==> src/rtl/ucnt_pkg.sv <==
`timescale 1ns/1ps
package ucnt_pkg;
   typedef enum logic [1:0] {
      OP_HOLD = 2'd0,
      OP_LOAD = 2'd1,
      OP_UP   = 2'd2,
      OP_DOWN = 2'd3
   } ucnt_op_e;

   localparam int unsigned IMPL_ADDER  = 0;
   localparam int unsigned IMPL_TOGGLE = 1;
endpackage

==> src/rtl/ucnt_mode_dec.sv <==
`timescale 1ns/1ps
module ucnt_mode_dec
   import ucnt_pkg::*;
(
   input  logic     ld_n,
   input  logic     cnt_en_n,
   input  logic     chain_en_n,
   input  logic     dir_up,
   output ucnt_op_e op
);
   always_comb begin
      if (!ld_n)
         op = OP_LOAD;
      else if (!cnt_en_n && !chain_en_n)
         op = dir_up ? OP_UP : OP_DOWN;
      else
         op = OP_HOLD;
   end
endmodule

==> src/rtl/ucnt_step.sv <==
`timescale 1ns/1ps
module ucnt_step
   import ucnt_pkg::*;
#(
   parameter int unsigned WIDTH = 4,
   parameter int unsigned IMPL  = IMPL_ADDER
) (
   input  logic [WIDTH-1:0] cur,
   input  logic             dir_up,
   output logic [WIDTH-1:0] stepped
);
   localparam logic [WIDTH-1:0] ONE = WIDTH'(1);

   generate
      if (IMPL == IMPL_ADDER) begin : g_adder
         always_comb stepped = dir_up ? cur + ONE : cur - ONE;
      end else begin : g_toggle
         logic [WIDTH:0] carry;
         assign carry[0] = 1'b1;
         for (genvar i = 0; i < WIDTH; i++) begin : g_bit
            assign carry[i+1]  = carry[i] & (dir_up ? cur[i] : ~cur[i]);
            assign stepped[i]  = cur[i] ^ carry[i];
         end
      end
   endgenerate
endmodule

==> src/rtl/ucnt_term.sv <==
`timescale 1ns/1ps
module ucnt_term #(
   parameter int unsigned WIDTH = 4
) (
   input  logic [WIDTH-1:0] cur,
   input  logic             dir_up,
   input  logic             chain_en_n,
   output logic             term_n
);
   logic at_top;
   logic at_zero;

   assign at_top  = &cur;
   assign at_zero = ~|cur;

   always_comb begin
      term_n = 1'b1;
      if (!chain_en_n)
         term_n = dir_up ? ~at_top : ~at_zero;
   end
endmodule

==> src/rtl/ucnt_cascade.sv <==
`timescale 1ns/1ps
module ucnt_cascade
   import ucnt_pkg::*;
#(
   parameter int unsigned WIDTH = 4,
   parameter int unsigned IMPL  = IMPL_ADDER
) (
   input  logic             clk,
   input  logic             ld_n,
   input  logic [WIDTH-1:0] ld_data,
   input  logic             cnt_en_n,
   input  logic             chain_en_n,
   input  logic             dir_up,
   output logic [WIDTH-1:0] q,
   output logic             term_n
);
   generate
      if (WIDTH < 1 || WIDTH > 32) begin : g_bad_width
         $error("ucnt_cascade: WIDTH must be 1..32");
      end
      if (IMPL != IMPL_ADDER && IMPL != IMPL_TOGGLE) begin : g_bad_impl
         $error("ucnt_cascade: IMPL selects an unknown variant");
      end
   endgenerate

   ucnt_op_e         op;
   logic [WIDTH-1:0] cnt_r;
   logic [WIDTH-1:0] stepped;
   logic [WIDTH-1:0] cnt_nxt;

   ucnt_mode_dec u_dec (
      .ld_n       (ld_n),
      .cnt_en_n   (cnt_en_n),
      .chain_en_n (chain_en_n),
      .dir_up     (dir_up),
      .op         (op)
   );

   ucnt_step #(.WIDTH(WIDTH), .IMPL(IMPL)) u_step (
      .cur     (cnt_r),
      .dir_up  (dir_up),
      .stepped (stepped)
   );

   ucnt_term #(.WIDTH(WIDTH)) u_term (
      .cur        (cnt_r),
      .dir_up     (dir_up),
      .chain_en_n (chain_en_n),
      .term_n     (term_n)
   );

   always_comb begin
      unique case (op)
         OP_LOAD:        cnt_nxt = ld_data;
         OP_UP, OP_DOWN: cnt_nxt = stepped;
         default:        cnt_nxt = cnt_r;
      endcase
   end

   always_ff @(posedge clk) cnt_r <= cnt_nxt;

   assign q = cnt_r;
endmodule

==> config.mk <==
export PLATFORM = sky130hd
export DESIGN_NAME = ucnt_cascade
export DESIGN_NICKNAME = d
export VERILOG_FILES = /design/src/rtl/ucnt_pkg.sv /design/src/rtl/ucnt_mode_dec.sv /design/src/rtl/ucnt_step.sv /design/src/rtl/ucnt_term.sv /design/src/rtl/ucnt_cascade.sv
export SDC_FILE = /design/constraint.sdc
export NUM_CORES = 1
export LEC_CHECK = 0
export BUFFER_PORTS_ARGS = -buffer_cell sky130_fd_sc_hd__buf_4
export CAP_MARGIN = 40
export CORE_AREA = 4 4 41 43
export DETAILED_ROUTE_END_ITERATION = 10
export DIE_AREA = 0 0 45 47
export SLEW_MARGIN = 5
export SYNTH_ARGS = -nofsm -noshare
export SYNTH_HDL_FRONTEND = slang
export SYNTH_HIERARCHICAL = 1
export SYNTH_SLANG_ARGS = --single-unit
export TNS_END_PERCENT = 20
==> constraint.sdc <==
create_clock -name clk -period 3.17 [get_ports clk]
set_clock_uncertainty 0.2 [all_clocks]
set_input_delay 0.1585 -clock clk [delete_from_list [all_inputs] [get_ports clk]]
set_output_delay 0.1585 -clock clk [all_outputs]
set_load 0.005 [all_outputs]
==> flow_summary.yaml <==
setup_path:
  crit_fanout: 5
  critPathLaunchType: "flip-flop"
  path_class: "flip-flop to flip-flop"
  critPathArrivalTime_ns: 1.66
  end_kind: "flip-flop"
  required_ns: 2.95
drt:
  antenna_left: 0
  vias: 246
  route.detailed.drc: 0
  viasPerCell: 4.32
  routedWlPerCell_um: 10.8
  drtIter0Drc: 6
  drt-total-wl_um: 618
  firstDrtPassIters: 2
finish:
  layout-drive-gt1-share_pct: 57.1
  n_antenna_cell: 0
  layout.nets: 56
  fill_cells: 141
  syn2layout_area_growth_pct: 42.7
  largest_reg_flops: 4
global_routing:
  grt_max_degree: 7
  grt_pass1_wl_um: 945
  antenna_found_initial: 0
  grt_overflow_total: 0
  grtUsageTotal_pct: 6.36
  grt_pass1_vias: 226
clock_tree:
  cts_sinks: 4
  htreeDepth: 1
  cts_resized: 0
  numCtsBuffers: 3
  path_clk_slew_ns: 0.04
  post-cts-setup-buffers: 0
  cts_tree: "built"
  ctsLongestPathBuffers: 2
  cts-root-buf: "clkbuf_4"
  ctsHoldBuffers: 0
  clkLatencyLatePin_ns: 0.23
pwr:
  p_leak_nw: 0.198
  power_density_nw_per_um2: 393
  peakVddDrop_uv: 252
  finalPower_mw: 0.182
floorplanning:
  die_w_um: 45
  dieArea_sq_um: 2120
  core_sq_um: 1300
  ioPinCount: 14
  die_y_um: 47
  fp-row-count: 13
  start_util_pct: 25.0
synth:
  synth.largest_area_cell: "edfxtp_1"
  synth_nets: 38
  ys.flop_type: "edfxtp_1"
  synth.top_cell.area_share_pct: 36.9
  synth_edf_count: 4
  synthCells: 26
  yosys_warnings: 6
  synth_area_leaders: "edfxtp_1 (37%), mux2_2 (14%), ha_1 (7.7%)"
  ys_types: 17
  synth-async-reset-ratio_pct: 0
  ys_ff_latch: 4
  ys_seq_area_share_pct: 36.9
  synthTopCellsByCount: "edfxtp_1 (4), mux2_2 (4), ha_1 (2), inv_1 (2), xnor2_1 (2)"
  syn_area_per_cell_sq_um: 12.5
  synth_area_sq_um: 325
sta:
  finalSetupViolations: 0
  fmax_mhz: 532
  slew_headroom_pct: 53.7
  finalCriticalPeriod_ns: 1.88
  slew_viol_final: 0
  hold_viol: 0
  fin_crit_sh_pct: 59.3
  tns_ns: 0
  tightest_slew_ns: 0.693
  rsz0062_at_grt: "false"
place:
  place_hpwl_um: 496
  io_buffers: 13
  gp_congestion: 0.697
run_status:
  outcome: "completed"
flow_run:
  maxCapViolCount: 0
min_path:
  min_path_type: "primary input to flip-flop"
==> worst max-delay path: stages (launching register included) <==
cell and delay, ns:
edfxtp_1 0.47, ha_1 0.31, a21o_1 0.19, a21oi_2 0.14
xnor2_1 0.08, mux2_2 0.25
==> worst paths after layout <==
| path | from | endpoint | slack (ns) | cells after the start |
|---|---|---|---|---|
| setup / recovery | q[1]$_DFFE_PP_ | q[3]$_DFFE_PP_ | 1.29 | 5 |
| setup reg to reg | q[1]$_DFFE_PP_ | q[3]$_DFFE_PP_ | 1.29 | 5 |
| hold / removal | ld_data[3] | q[3]$_DFFE_PP_ | 0.03 | 2 |
| hold reg to reg | q[0]$_DFFE_PP_ | q[0]$_DFFE_PP_ | 0.61 | 2 |
==> cell families after synthesis <==
family | Yosys count | synth area share, %
simple gates | 6 | 13.8
compound gates | 4 | 11.2
mux | 4 | 13.8
buf+inv | 2 | 2.31
xor+xnor | 3 | 8.08
fa+ha+maj | 3 | 13.8
flops | 4 | 36.9
==> per-layer routing <==
layer	wire [um]	GRT usage [%]	vias to the layer above	share of wire, %
met4	0	3.51	0	0
met5	0	0	-	0
met1	289	7.89	106	47
met2	256	9.32	10	41
li1	-	-	130	-
met3	72	2.68	0	12
==> area by class of cell <==
type / instances / area, sq um / area share [%]
multi-input cells: 20 / 198 / 42.6
flip-flops and latches: 4 / 120 / 25.9
repair buffers: 13 / 97.6 / 21.0
clock buffers: 3 / 22.5 / 4.85
well taps: 15 / 18.8 / 4.04
inverters: 2 / 7.51 / 1.62
==> through the flow <==
step	hold WS, ns	instance area (sq um)	setup slack [ns]	util [%]	std cells
2_1_floorplan	0.178	325	1.34	-	26
3_3_place_gp	0.261	442	1.29	33.9	54
3_5_place_dp	0.267	442	1.28	33.9	54
4_1_cts	0.0207	464	1.30	35.7	57
5_1_grt	0.0255	464	1.22	35.7	57
6_report	0.0281	464	1.29	35.7	57
==> report_power, final <==
group / leakage, nW / switching [mW] / internal (mW)
clock: 0.0138 / 0.0187 / 0.0422
combinational: 0.144 / 0.0187 / 0.0301
sequential: 0.0399 / 0.00722 / 0.0655
total: 0.198 / 0.0446 / 0.138
==> cells in the final DEF, fill, tap and decap left out <==
cell type / instances
a21oi_2: 1
xor2_1: 1
nor2b_1: 1
and4_1: 1
nor2_1: 1
inv_1: 2
fa_1: 1
clkbuf_4: 3
o31ai_2: 1
edfxtp_1: 4
a21o_1: 1
a22oi_1: 1
xnor2_1: 2
mux2_2: 4
nor4_2: 1
or2_2: 1
ha_1: 2
buf_4: 13
nor3b_1: 1
(Power assumes the default switching activity.)
